--- src/rtl/tde_pkg.sv ---
package tde_pkg;
   localparam int DW          = 32;
   localparam int OWN_BIT     = 31;
   localparam int LS_BIT      = 30;
   localparam int SET_BIT     = 27;
   localparam int EOR_BIT     = 25;
   localparam int CTL_OFS     = 4;
   localparam int BUF_OFS     = 8;
   localparam int DESC_STRIDE = 16;
   localparam logic [DW-1:0] ST_DONE     = 32'h0000_0000;
   localparam logic [DW-1:0] ST_ERR      = 32'h0000_8000;
   localparam logic [DW-1:0] ST_SETUP_OK = 32'h7FFF_FFFF;

   typedef enum logic [2:0] {
      S_SUSP, S_STS, S_CTL, S_BUF, S_DAT, S_STRM, S_WB
   } eng_state_t;
endpackage

--- src/rtl/tde_byte_unpack.sv ---
module tde_byte_unpack #(
   parameter int BYTES = 4
) (
   input  logic               clk,
   input  logic               rst_n,
   input  logic               ld,
   input  logic [8*BYTES-1:0] ld_word,
   input  logic [$clog2(BYTES+1)-1:0] ld_cnt,
   input  logic               ld_fin,
   input  logic               ready_i,
   output logic               valid_o,
   output logic [7:0]         data_o,
   output logic               last_o
);
   localparam int CNT_W = $clog2(BYTES + 1);
   localparam int IDX_W = $clog2(BYTES);

   logic [8*BYTES-1:0] word_q;
   logic [CNT_W-1:0]   cnt_q;
   logic [IDX_W-1:0]   idx_q;
   logic               fin_q;
   logic [7:0]         lane [BYTES];

   for (genvar g = 0; g < BYTES; g++) begin : g_lane
      assign lane[g] = word_q[8*g +: 8];
   end

   assign valid_o = (cnt_q != '0);
   assign data_o  = lane[idx_q];
   assign last_o  = fin_q && (cnt_q == CNT_W'(1));

   always_ff @(posedge clk) begin
      if (!rst_n) begin
         word_q <= '0;
         cnt_q  <= '0;
         idx_q  <= '0;
         fin_q  <= 1'b0;
      end else if (ld) begin
         word_q <= ld_word;
         cnt_q  <= ld_cnt;
         idx_q  <= '0;
         fin_q  <= ld_fin;
      end else if (valid_o && ready_i) begin
         cnt_q  <= cnt_q - CNT_W'(1);
         idx_q  <= idx_q + IDX_W'(1);
      end
   end
endmodule

--- src/rtl/tde_route.sv ---
module tde_route (
   input  logic       sel_filt,
   input  logic       in_valid,
   input  logic [7:0] in_data,
   input  logic       in_last,
   output logic       in_ready,
   output logic       tx_valid,
   input  logic       tx_ready,
   output logic [7:0] tx_data,
   output logic       tx_last,
   output logic       filt_valid,
   output logic [7:0] filt_data,
   output logic       filt_last
);
   assign tx_valid   = in_valid && !sel_filt;
   assign tx_data    = in_data;
   assign tx_last    = in_last && !sel_filt;
   assign filt_valid = in_valid && sel_filt;
   assign filt_data  = in_data;
   assign filt_last  = in_last && sel_filt;
   assign in_ready   = sel_filt ? 1'b1 : tx_ready;
endmodule

--- src/rtl/tde_ring_ctrl.sv ---
module tde_ring_ctrl
   import tde_pkg::*;
#(
   parameter int AW        = 32,
   parameter int LEN_W     = 11,
   parameter int SETUP_LEN = 192,
   parameter int BYTES     = 4
) (
   input  logic          clk,
   input  logic          rst_n,
   input  logic [AW-1:0] ring_base,
   input  logic          poll,
   output logic          mem_req,
   output logic          mem_we,
   output logic [AW-1:0] mem_addr,
   output logic [DW-1:0] mem_wdata,
   input  logic          mem_ack,
   input  logic [DW-1:0] mem_rdata,
   output logic          ld_o,
   output logic [DW-1:0] ld_word_o,
   output logic [$clog2(BYTES+1)-1:0] ld_cnt_o,
   output logic          ld_fin_o,
   output logic          to_filt_o,
   input  logic          drain_i
);
   localparam int CNT_W = $clog2(BYTES + 1);

   eng_state_t       st_q;
   logic [AW-1:0]    off_q, ptr_q;
   logic [LEN_W-1:0] rem_q;
   logic             set_q, ls_q, eor_q, err_q, pend_q;

   logic [LEN_W-1:0] len_w;
   logic             bad_len, chunk_full, chunk_last;
   logic [CNT_W-1:0] chunk_n;

   assign len_w      = mem_rdata[LEN_W-1:0];
   assign bad_len    = (len_w == '0) ||
                       (mem_rdata[SET_BIT] && (len_w != LEN_W'(SETUP_LEN)));
   assign chunk_full = (rem_q >= LEN_W'(BYTES));
   assign chunk_last = (rem_q <= LEN_W'(BYTES));
   assign chunk_n    = chunk_full ? CNT_W'(BYTES) : rem_q[CNT_W-1:0];

   always_comb begin
      unique case (st_q)
         S_CTL:   mem_addr = ring_base + off_q + AW'(CTL_OFS);
         S_BUF:   mem_addr = ring_base + off_q + AW'(BUF_OFS);
         S_DAT:   mem_addr = ptr_q;
         default: mem_addr = ring_base + off_q;
      endcase
   end

   assign mem_req   = (st_q != S_SUSP) && (st_q != S_STRM);
   assign mem_we    = (st_q == S_WB);
   assign mem_wdata = err_q ? ST_ERR : (set_q ? ST_SETUP_OK : ST_DONE);

   assign ld_o      = (st_q == S_DAT) && mem_ack;
   assign ld_word_o = mem_rdata;
   assign ld_cnt_o  = chunk_n;
   assign ld_fin_o  = chunk_last && (set_q || ls_q);
   assign to_filt_o = set_q;

   always_ff @(posedge clk) begin
      if (!rst_n) begin
         st_q   <= S_SUSP;
         off_q  <= '0;
         ptr_q  <= '0;
         rem_q  <= '0;
         set_q  <= 1'b0;
         ls_q   <= 1'b0;
         eor_q  <= 1'b0;
         err_q  <= 1'b0;
         pend_q <= 1'b0;
      end else begin
         if (poll) pend_q <= 1'b1;
         unique case (st_q)
            S_SUSP: if (poll) begin
               st_q   <= S_STS;
               pend_q <= 1'b0;
            end
            S_STS: if (mem_ack) begin
               if (mem_rdata[OWN_BIT]) begin
                  st_q <= S_CTL;
               end else if (pend_q || poll) begin
                  st_q   <= S_STS;
                  pend_q <= 1'b0;
               end else begin
                  st_q <= S_SUSP;
               end
            end
            S_CTL: if (mem_ack) begin
               set_q <= mem_rdata[SET_BIT];
               ls_q  <= mem_rdata[LS_BIT];
               eor_q <= mem_rdata[EOR_BIT];
               rem_q <= len_w;
               err_q <= bad_len;
               st_q  <= bad_len ? S_WB : S_BUF;
            end
            S_BUF: if (mem_ack) begin
               ptr_q <= {mem_rdata[AW-1:2], 2'b00};
               st_q  <= S_DAT;
            end
            S_DAT: if (mem_ack) begin
               ptr_q <= ptr_q + AW'(BYTES);
               rem_q <= rem_q - LEN_W'(chunk_n);
               st_q  <= S_STRM;
            end
            S_STRM: if (drain_i) begin
               st_q <= (rem_q == '0) ? S_WB : S_DAT;
            end
            S_WB: if (mem_ack) begin
               off_q  <= eor_q ? '0 : off_q + AW'(DESC_STRIDE);
               err_q  <= 1'b0;
               st_q   <= S_STS;
               pend_q <= poll;
            end
            default: st_q <= S_SUSP;
         endcase
      end
   end

   // request held steady until acknowledged
   a_r2_req_hold: assert property (@(posedge clk) disable iff (!rst_n)
      mem_req && !mem_ack |=> mem_req && $stable(mem_addr) && $stable(mem_we));

   // an unowned status with no poll pending leaves the bus idle
   a_r3_suspend: assert property (@(posedge clk) disable iff (!rst_n)
      (st_q == S_STS) && mem_ack && !mem_rdata[OWN_BIT] && !pend_q && !poll
      |=> !mem_req);

   // zero length goes straight to the status write
   a_r8_zero_len: assert property (@(posedge clk) disable iff (!rst_n)
      (st_q == S_CTL) && mem_ack && (mem_rdata[LEN_W-1:0] == '0)
      |=> mem_req && mem_we);
endmodule

--- src/rtl/tx_desc_engine.sv ---
module tx_desc_engine
   import tde_pkg::*;
#(
   parameter int AW        = 32,
   parameter int LEN_W     = 11,
   parameter int SETUP_LEN = 192
) (
   input  logic          clk,
   input  logic          rst_n,
   input  logic [AW-1:0] ring_base,
   input  logic          poll,
   output logic          mem_req,
   output logic          mem_we,
   output logic [AW-1:0] mem_addr,
   output logic [31:0]   mem_wdata,
   input  logic          mem_ack,
   input  logic [31:0]   mem_rdata,
   output logic          tx_valid,
   input  logic          tx_ready,
   output logic [7:0]    tx_data,
   output logic          tx_last,
   output logic          filt_valid,
   output logic [7:0]    filt_data,
   output logic          filt_last
);
   localparam int BYTES = DW / 8;
   localparam int CNT_W = $clog2(BYTES + 1);

   if (AW < 8 || AW > DW) begin : g_bad_aw
      $error("AW out of range");
   end
   if (LEN_W <= CNT_W || LEN_W > EOR_BIT) begin : g_bad_len
      $error("LEN_W out of range");
   end
   if (SETUP_LEN < 1 || SETUP_LEN >= (1 << LEN_W)) begin : g_bad_setup
      $error("SETUP_LEN does not fit LEN_W");
   end

   logic             ld, ld_fin, to_filt;
   logic [DW-1:0]    ld_word;
   logic [CNT_W-1:0] ld_cnt;
   logic             u_valid, u_last, u_ready;
   logic [7:0]       u_data;

   tde_ring_ctrl #(
      .AW(AW), .LEN_W(LEN_W), .SETUP_LEN(SETUP_LEN), .BYTES(BYTES)
   ) ctrl_i (
      .clk(clk), .rst_n(rst_n), .ring_base(ring_base), .poll(poll),
      .mem_req(mem_req), .mem_we(mem_we), .mem_addr(mem_addr),
      .mem_wdata(mem_wdata), .mem_ack(mem_ack), .mem_rdata(mem_rdata),
      .ld_o(ld), .ld_word_o(ld_word), .ld_cnt_o(ld_cnt), .ld_fin_o(ld_fin),
      .to_filt_o(to_filt), .drain_i(!u_valid)
   );

   tde_byte_unpack #(.BYTES(BYTES)) unpack_i (
      .clk(clk), .rst_n(rst_n), .ld(ld), .ld_word(ld_word), .ld_cnt(ld_cnt),
      .ld_fin(ld_fin), .ready_i(u_ready), .valid_o(u_valid),
      .data_o(u_data), .last_o(u_last)
   );

   tde_route route_i (
      .sel_filt(to_filt), .in_valid(u_valid), .in_data(u_data),
      .in_last(u_last), .in_ready(u_ready),
      .tx_valid(tx_valid), .tx_ready(tx_ready), .tx_data(tx_data),
      .tx_last(tx_last), .filt_valid(filt_valid), .filt_data(filt_data),
      .filt_last(filt_last)
   );

   // no memory traffic while bytes are being delivered
   a_r4_quiet_stream: assert property (@(posedge clk) disable iff (!rst_n)
      (tx_valid || filt_valid) |-> !mem_req);

   // a stalled wire byte holds
   a_r5_tx_hold: assert property (@(posedge clk) disable iff (!rst_n)
      tx_valid && !tx_ready |=> tx_valid && $stable(tx_data) && $stable(tx_last));
endmodule

--- config.mk ---
export PLATFORM = sky130hd
export DESIGN_NAME = tx_desc_engine
export DESIGN_NICKNAME = d
export VERILOG_FILES = /design/src/rtl/tde_pkg.sv /design/src/rtl/tde_byte_unpack.sv /design/src/rtl/tde_route.sv /design/src/rtl/tde_ring_ctrl.sv /design/src/rtl/tx_desc_engine.sv
export SDC_FILE = /design/constraint.sdc
export NUM_CORES = 1
export LEC_CHECK = 0
export ABC_AREA = 1
export BUFFER_PORTS_ARGS = -buffer_cell sky130_fd_sc_hd__buf_2
export CELL_PAD_IN_SITES_DETAIL_PLACEMENT = 1
export CELL_PAD_IN_SITES_GLOBAL_PLACEMENT = 2
export CORE_ASPECT_RATIO = 0.75
export CORE_UTILIZATION = 30
export CTS_CLUSTER_SIZE = 40
export DETAILED_ROUTE_END_ITERATION = 7
export PLACE_DENSITY = 0.8
export REMOVE_ABC_BUFFERS = 1
export SYNTH_ARGS = -nofsm -noshare
export SYNTH_HDL_FRONTEND = slang
export SYNTH_SLANG_ARGS = --single-unit
--- constraint.sdc ---
create_clock -name clk -period 6.85 [get_ports clk]
set_clock_uncertainty 0.1 [all_clocks]
set_input_delay 2.055 -clock clk [delete_from_list [all_inputs] [get_ports clk]]
set_output_delay 2.055 -clock clk [all_outputs]
set_load 0.02 [all_outputs]
# ---- Word level (Yosys, flattened, before mapping)
# Index checks and enable logic that the tools add are counted.
# Widths: inputs -> output; s select.
dict set report word_totals {
  regBits 121
  in_bits 69
  output_inout_bits 86
  elab_cells 111
}
dict set report op_classes {
  n_addsub 8
  magnitude_cmp 3
  eq_ne 16
  mux 39
  n_bitwise 2
  reduce_logical 30
}
# op count
set op_table {}
lappend op_table {{$mux 32} 4}
lappend op_table {{$pmux 32 s3} 1}
lappend op_table {{$add 32x3->32 const B} 2}
lappend op_table {{$pmux 32 s2} 1}
lappend op_table {{$mux 3} 12}
lappend op_table {{$add 32x32->32} 1}
lappend op_table {{$add 32x4->32 const B} 1}
lappend op_table {{$add 32x5->32 const B} 1}
lappend op_table {{$mux 31} 1}
lappend op_table {{$logic_not 11->1} 2}
lappend op_table {{$mux 11} 2}
lappend op_table {{$pmux 11 s2} 1}
lappend op_table {{$pmux 3 s7} 1}
lappend op_table {{$bmux 8 s2} 1}
lappend op_table {{$mux 8} 2}
lappend op_table {{$ne 2x2->1 const B} 6}
lappend op_table {{$ge 11x3->1 const B} 1}
lappend op_table {{$le 11x3->1 const B} 1}
lappend op_table {{$ne 11x8->1 const B} 1}
lappend op_table {{$sub 11x3->11} 1}
lappend op_table {{$logic_and 1x1->1} 10}
lappend op_table {{$mux 1} 10}
lappend op_table {{$eq 3x3->1 const B} 3}
lappend op_table {{$reduce_and 3->1} 3}
lappend op_table {{other kinds (20)} 29}

# ---- Depth between registers and ports, before layout
# Gate-level depths: netlist (run 1).
dict set report logic_depth {
  ltp_word 6
  mapped_depth 20
  depth_no_buf 20
}

# ---- By module
# A second synthesis (run 1) with hierarchy kept.
dict set report hier_totals {
  cells_unflattened 1920
  area_unflattened_um2 11162.0
}
# mod n_inst cells_each area_each_um2 seq_area_each_um2
set by_module_without_submodules {}
lappend by_module_without_submodules {tde_ring_ctrl 1 1653 9308.9 1541.5}
lappend by_module_without_submodules {tde_byte_unpack 1 239 1687.9 760.7}
lappend by_module_without_submodules {tde_route 1 27 161.4 0.0}
lappend by_module_without_submodules {tx_desc_engine 1 1 3.8 0.0}

# ---- Worst setup path after synthesis (run 1)
# OpenSTA, ideal clock, no wires.
dict set report synth_timing {
  kind {input -> output}
  start {in ring_base[8]}
  end {out mem_addr[13]}
  arrival_time_ns 4.223
  required_ns 4.695
  path_slack_ns 0.472
  cell_stages 10
  path_buffers 0
  cell_sequence {ha_1 nand2_1 nand2_1 a21oi_1 nand2_4 xnor2_1 nor2_1 nand2_2 nor2_1 o311ai_0}
}
dict set report synth_between {
  elab_chain_cells 3
  elab_cells_between_ends 4
  cone_classes {3 x add/sub; 1 x mux}
}
# item line
set synth_lines {}
lappend synth_lines {{start: declaration} tx_desc_engine.sv:10} ;# input logic [AW-1:0] ring_base,
lappend synth_lines {{$add 32x32->32 (*)} {tde_ring_ctrl.sv:46, tde_ring_ctrl.sv:47, tde_ring_ctrl.sv:49}}
lappend synth_lines {{$add 32x4->32 or $add 32x3->32 (tied branches)} {tde_ring_ctrl.sv:47, tde_ring_ctrl.sv:46}}
lappend synth_lines {{$pmux 32 s3 (*)} tde_ring_ctrl.sv:45} ;# unique case (st_q)
lappend synth_lines {{end: declaration} tx_desc_engine.sv:14} ;# output logic [AW-1:0] mem_addr,
# Mark *: on every way between the ends. The rest lies on a longest branch, timed or not.

# ---- Worst setup path after layout (run 1)
dict set report layout_timing {
  start {in ring_base[7]}
  end {out mem_addr[25]}
}
# Same word-level chain as after synthesis.

==> run_results.csv, run 1 <==
group,metric,value,unit
run_status,run_status,"complete, no violations",
cts,clock_sinks,115,
logic_synthesis,ys_ff_latch,115,
cts,cts_tree,"done",
min_path,min_path_cells,2,
route,ant_nets,0,
logic_synthesis,avgSynthCellArea,5.86,um2
logic_synthesis,ys_seq_area_share,21.8,%
die,dieWidth,219,um
logic_synthesis,syn_inst,1804,
logic_synthesis,postSynth.asyncResetShare,0,%
global_route,grt_util_all_layers,23.8,%
sta,worst_slack,0.143,ns
die,die_h,165,um
placement,post-place-ws,-0.0372,ns
logic_synthesis,ys_warn_count,0,
die,core,0.0347,mm2
sta,tightest_slew,1.02,ns
route,drt_iter0_markers,743,
route,via_per_inst,5.09,
worst_setup_path,path_buf_inv,4,
sta,setup_violations,0,
worst_setup_path,r2r-end,"ctrl_i.ptr_q[18]",
cells_and_area,num_antenna_cells,0,
logic_synthesis,synth_ff_type,"dfxtp_1",
cells_and_area,fin_area,0.0130,mm2
cts,clkLatencyLatePin,0.45,ns
logic_synthesis,yosysMostFrequentCell,"nand2_1",
min_path,min_to,"ctrl_i.rem_q[0]",
placement,placed_area,0.0119,mm2
worst_setup_path,cp.required,4.70,ns
die,start_util,30.5,%
min_path,hp-class,"flop to flop",
route,wirelength,42600,um
route,route.detailed.drc,0,
power,max-vdd-ir-drop,0.183,mV
route,wl_per_cell,17.6,um
worst_setup_path,cp-end-kind,"output port",
cts,clk_pin_slew,0.07,ns
worst_setup_path,critPathTopFamily,"simple AND/OR/NAND/NOR gates",
sta,relSlewSlack,31.8,%
logic_synthesis,synth_area_leader_cell,"dfxtp_1",
cts,cts_root_buf,"clkbuf_16",
global_route,grt_max_degree,67,
worst_setup_path,regToRegSetupSlack,3.08,ns
cells_and_area,area_delta_synth_final,23.2,%
placement,dp_cells,2387,
global_route,antenna_found_initial,2,
placement,dp_hpwl,33700,um
global_route,gr-total-overflow,0,
worst_setup_path,crit_path_top_delay_cell,"ha_2",
logic_synthesis,synth_common_cells,"nand2_1 (438), inv_1 (248), nor2_1 (226)",
cells_and_area,nNetsFinal,2057,
placement,io_buffer_count,153,
cts,cts_buffers,17,
worst_setup_path,cp.arrival,4.55,ns
route,drt_pre_antenna_iters,5,
logic_synthesis,syn_area,0.0106,mm2
cts,cts_htree_levels,4,
sta,holdWs,0.383,ns
logic_synthesis,synth_edf_count,0,
sta,fin_crit,6.71,ns
global_route,grt_pass1_vias,12018,
worst_setup_path,crit_chain,"buf_2 -> ha_2 -> nand2_1 -> inv_1 -> nand2_1 -> nand2_4 -> nand2_2 -> nand2_4 -> xor2_4 -> nand2_2 -> nor2_4 -> inv_2 -> nor2_2 -> nand3_1 -> o21ai_1 -> nand3_1 -> nand4_1 -> buf_2",
sta,final_hold_viol_count,0,
logic_synthesis,yosysUniqueCellTypes,53,
job,drv_cap,0,
worst_setup_path,crit_path_max_fanout,5,
global_route,grt_pass1_wl,65900,um
route,vias,12343,
cells_and_area,final_util,37.5,%
die,fp-row-count,59,
sta,max_freq,149,MHz
power,p_leak,6.07,nW
worst_setup_path,cp-start-kind,"primary input",
worst_setup_path,r2r_cells,15,
min_path,hold_start,"ctrl_i.rem_q[0]",
worst_setup_path,r2r_start,"ctrl_i.st_q[1]",
die,io_pins,155,
logic_synthesis,yosys-top-cells-area,"dfxtp_1 (22%), nand2_1 (16%), inv_1 (8.8%)",
cells_and_area,drive_above_1_share,22.2,%
sta,finalCritPeriodShare,97.9,%
die,die-area,0.0360,mm2
worst_setup_path,cp_slowest_stage_delay,0.36,ns
sta,final_max_slew_viol_count,0,
logic_synthesis,yosys.area.top_type_share,21.8,%
cts,cts-hold-fix-buffers,0,
power,powerDensity,220,mW/mm2
cells_and_area,finalNonFillerCells,2423,
placement,gp_congestion,0.884,
worst_setup_path,crit_type,"primary input to output port",
cts,clk_path_buf_depth,2,
==> kinds of logic (layout without fill, tap and decap cells) <==
| family | after synthesis | count (layout) | synth area share (%) |
|---|---|---|---|
| and+or+nand+nor | 959 | 959 | 40.5 |
| buffers and inverters | 355 | 517 | 14.0 |
| AOI/OAI and AO/OA | 317 | 317 | 17.2 |
| DFF | 115 | 115 | 21.8 |
| adders and majority gates | 35 | 35 | 4.14 |
| xor gates and xnor gates | 21 | 21 | 2.27 |
| other | 2 | 2 | 0.0710 |
==> state kept, by name, summed over array words and instances, names as in the netlist <==
name / cells
unpack_i.word_q: 32
ctrl_i.ptr_q: 30
ctrl_i.off_q: 28
ctrl_i.rem_q: 11
ctrl_i.st_q: 3
unpack_i.cnt_q: 3
unpack_i.idx_q: 2
ctrl_i.eor_q: 1
ctrl_i.err_q: 1
ctrl_i.ls_q: 1
ctrl_i.pend_q: 1
ctrl_i.to_filt_o: 1
unpack_i.fin_q: 1
==> area by class of cell <==
class                      instances  area, um2
fill                            4627      21700
clock buffer                      18        439
timing repair buffer             217       1260
inverter                         268       1010
sequential                       115       2300
clock inverter                    14        145
multi-input combinational       1334       7290
tap                              457        572
==> what timing repair did <==
item	in CTS	in global routing
setup buffers	2	2
endpoints found under the setup margin	13	22
gates resized for setup	11	111
pin swaps	2	9
endpoints found under the hold margin	0	0
==> worst register-to-register path: cells and delay by family, from the launching register on <==
| family | cells | cell delay (ns) |
|---|---|---|
| AND/OR/NAND/NOR | 4 | 0.82 |
| AO/OA/AOI/OAI | 3 | 0.49 |
| flip-flops | 1 | 0.46 |
| buffers and inverters | 8 | 1.79 |
==> stage by stage <==
step | TNS [ns] | power (W)
2_1_floorplan | -92.14 | 0.00150
3_3_place_gp | -0.0715 | 0.00190
3_5_place_dp | -0.182 | 0.00192
4_1_cts | 0 | 0.00287
5_1_grt | -0.110 | 0.00305
6_report | 0 | 0.00287
==> cells in the final DEF, fill, tap and decap left out, types with 17 or more instances in the layout <==
| cell type | netlist | final |
|---|---|---|
| nand2_1 | 438 | 412 |
| inv_1 | 248 | 246 |
| nor2_1 | 226 | 195 |
| buf_2 | 3 | 149 |
| o21ai_0 | 130 | 129 |
| nand3_1 | 125 | 120 |
| dfxtp_1 | 115 | 115 |
| a21oi_1 | 87 | 83 |
| buf_4 | 38 | 67 |
| nand4_1 | 48 | 48 |
| nand2_2 | 21 | 42 |
| nor2_2 | 22 | 42 |
| nor3_1 | 29 | 28 |
| nor2_4 | 8 | 19 |
| a31oi_1 | 18 | 18 |
| inv_2 | 15 | 17 |
| clkbuf_16 | 0 | 17 |
==> per-layer routing <==
layer	share of wire, %	GRT usage, %	vias up
li1	-	-	6180
met1	50	34.3	5862
met2	43	36.4	259
met3	5.5	4.53	38
met4	1.3	4.96	4
met5	0.063	0	-
==> worst max path at each step <==
stage	cells after the start	endpoint	from	slack (ns)
final	18	mem_addr[25]	ring_base[7]	0.14
after floorplan	2	mem_wdata[0]	ctrl_i.to_filt_o	-3.07
after detailed placement	19	mem_addr[29]	ring_base[6]	-0.04
after global routing	21	mem_addr[31]	ring_base[7]	-0.02
after CTS	18	mem_addr[31]	ring_base[5]	0.003
after global placement	17	mem_addr[21]	ring_base[5]	-0.04
==> report_power, final <==
part           leakage (nW)  switching [W]  internal, W
Clock                 0.289       0.000410     0.000522
Combinational          4.85       0.000788     0.000354
Sequential            0.928      0.0000670     0.000729
Total                  6.07        0.00127      0.00160
No activity file was read; power rests on OpenSTA's default activity.
==> run 2: changes to the inputs <==
==> constraint.sdc (replaced) <==
create_clock -name clk -period 6.85 [get_ports clk]
set_clock_uncertainty 0.1 [all_clocks]
set_input_delay 0.3425 -clock clk [delete_from_list [all_inputs] [get_ports clk]]
set_output_delay 0.3425 -clock clk [all_outputs]
set_load 0.02 [all_outputs]
==> run_results.csv, run 2 (same netlist as run 1, synthesis figures left out) <==
group,metric,value,unit
route,route.detailed.drc,0,
worst_setup_path,critPathTopFamily,"simple AND/OR/NAND/NOR gates",
sta,fin_crit,4.01,ns
cts,clk_path_buf_depth,2,
die,die_h,165,um
cells_and_area,drive_above_1_share,15.4,%
cells_and_area,largest_reg_flops,32,
cells_and_area,seq_area,0.00230,mm2
global_route,grt_pass1_vias,11668,
sta,holdWs,0.0451,ns
placement,dp_hpwl,33100,um
min_path,hp-class,"primary input to flop",
power,powerDensity,231,mW/mm2
worst_setup_path,cp-end-kind,"output port",
sta,worst_slack,2.84,ns
die,dieWidth,219,um
sta,relSlewSlack,31.2,%
cells_and_area,layout.cells.most_common_list,"nand2_1 (437), inv_1 (248), nor2_1 (224)",
route,drt_pre_antenna_iters,6,
sta,rsz0062_at_grt,"false",
min_path,min_path_cells,3,
worst_setup_path,path_buf_inv,2,
cts,cts_root_buf,"clkbuf_16",
die,io_pins,155,
route,ant_nets,0,
route,drt_iter0_markers,767,
worst_setup_path,cp_slowest_stage_delay,0.45,ns
route,wl_met3,1760,um
min_path,hold_start,"mem_rdata[21]",
cells_and_area,final_util,34.8,%
power,max-vdd-ir-drop,0.142,mV
worst_setup_path,crit_path_top_delay_cell,"dfxtp_1",
worst_setup_path,r2r_cells,15,
sta,setup_violations,0,
worst_setup_path,regToRegSetupSlack,3.06,ns
run_status,run_status,"complete, no violations",
cts,cts-hold-fix-buffers,0,
worst_setup_path,cp.required,6.41,ns
placement,post-place-ws,3.20,ns
die,core,0.0347,mm2
cells_and_area,layout_commonest_cell,"nand2_1",
cts,post_cts_resized,0,
cts,cts_buffers,17,
worst_setup_path,startpoint,"ctrl_i.off_q[8]",
job,drv_cap,0,
sta,max_freq,249,MHz
global_route,grt_max_degree,67,
sta,finalCritPeriodShare,58.5,%
sta,final_hold_viol_count,0,
die,start_util,30.5,%
placement,io_buffer_count,153,
global_route,grt_pass1_wl,64400,um
cts,cts_htree_levels,4,
global_route,antenna_found_initial,1,
cts,clk_pin_slew,0.07,ns
power,p_leak,5.74,nW
cts,clkLatencyLatePin,0.45,ns
worst_setup_path,crit_type,"flop to output port",
die,die-area,0.0360,mm2
route,met2WireLength,17500,um
sta,tightest_slew,1.03,ns
cells_and_area,multi_input_area,0.00680,mm2
worst_setup_path,cpMostUsedCell,"nand2_1",
die,fp-row-count,59,
worst_setup_path,crit_path_max_fanout,7,
route,wl_per_cell,17.5,um
worst_setup_path,cp-endpoint,"mem_addr[17]",
route,wirelength,41500,um
worst_setup_path,r2r_start,"ctrl_i.st_q[1]",
global_route,gr-total-overflow,0,
cells_and_area,fill_cells,4752,
route,wl_met1,21700,um
placement,gp_congestion,0.924,
route,via_per_inst,5.09,
worst_setup_path,r2r-end,"ctrl_i.ptr_q[18]",
global_route,grt_util_all_layers,23.1,%
sta,final_max_slew_viol_count,0,
cts,clock_sinks,115,
worst_setup_path,cp-start-kind,"flop",
worst_setup_path,cp.arrival,3.57,ns
cells_and_area,top_regs,"unpack_i.word_q: 32 flops, ctrl_i.ptr_q: 30 flops, ctrl_i.off_q: 28 flops",
sta,tns,0,ns
cells_and_area,area_delta_synth_final,14.3,%
cts,post_cts_buffers,0,
worst_setup_path,crit_chain,"ha_1 -> nand2_1 -> nand2_1 -> a21oi_1 -> nand2_4 -> xor2_2 -> nand2_1 -> nor2_2 -> inv_2 -> nor2_1 -> nand3_1 -> nand3_1 -> o2111ai_1 -> buf_2",
cts,cts_tree,"done",
cells_and_area,regMostFlops,"unpack_i.word_q",
route,vias,12064,
cells_and_area,nNetsFinal,2003,
power,totalPowerFinal,0.00279,W
route,routed.top_layer,"met4",
worst_setup_path,worst-path-stages,14,
## run 2: cell types whose count changed in the layout (fill, tap and decap cells not counted), moves of 5 or more
cell and delta:
buf_4 -57, nor2_1 +29, nand2_1 +25, ha_1 +21, nand2_2 -20, nor2_2 -18, ha_2 -11, nor2_4 -11
ha_4 -10, nand2_4 -5, nand3_1 +5
## run 2: worst min-delay path, delay by kind of cell
kind / cells / cell delay, ns
AND/OR/NAND/NOR: 2 / 0.12
buffers and inverters: 1 / 0.09
## run 2: final cells by class
class                           count  area share, %
Clock inverter                     14           1.00
Multi-Input combinational cell   1334           56.3
Antenna cell                        1         0.0207
Clock buffer                       18           3.64
Inverter                          268           8.34
Tap cell                          457           4.73
Sequential cell                   115           19.1
Timing Repair Buffer              163           6.96
## run 2: power by group
part | internal, W | switching, W
registers | 0.000729 | 0.0000649
clock network | 0.000484 | 0.000411
logic | 0.000325 | 0.000773
total | 0.00154 | 0.00125
## run 2: per-layer routing
metal | global-route usage, % | vias up
met5 | 0 | -
met4 | 4.48 | 0
met3 | 3.52 | 30
met2 | 34.9 | 215
met1 | 34.3 | 5752
li1 | - | 6067
## run 2: how the worst min path moves through the flow
stage,end
floorplan,ctrl_i.pend_q
detailed placement,unpack_i.fin_q
global route,unpack_i.word_q[26]
global placement,unpack_i.fin_q
finish,unpack_i.word_q[21]
CTS,unpack_i.word_q[21]
## run 2: stage by stage
step	std cells	cell area, um2
global placement	2337	11500
floorplan	1717	10100
CTS	2369	12100
global route	2369	12100
finish	2370	12100
detailed placement	2337	11500
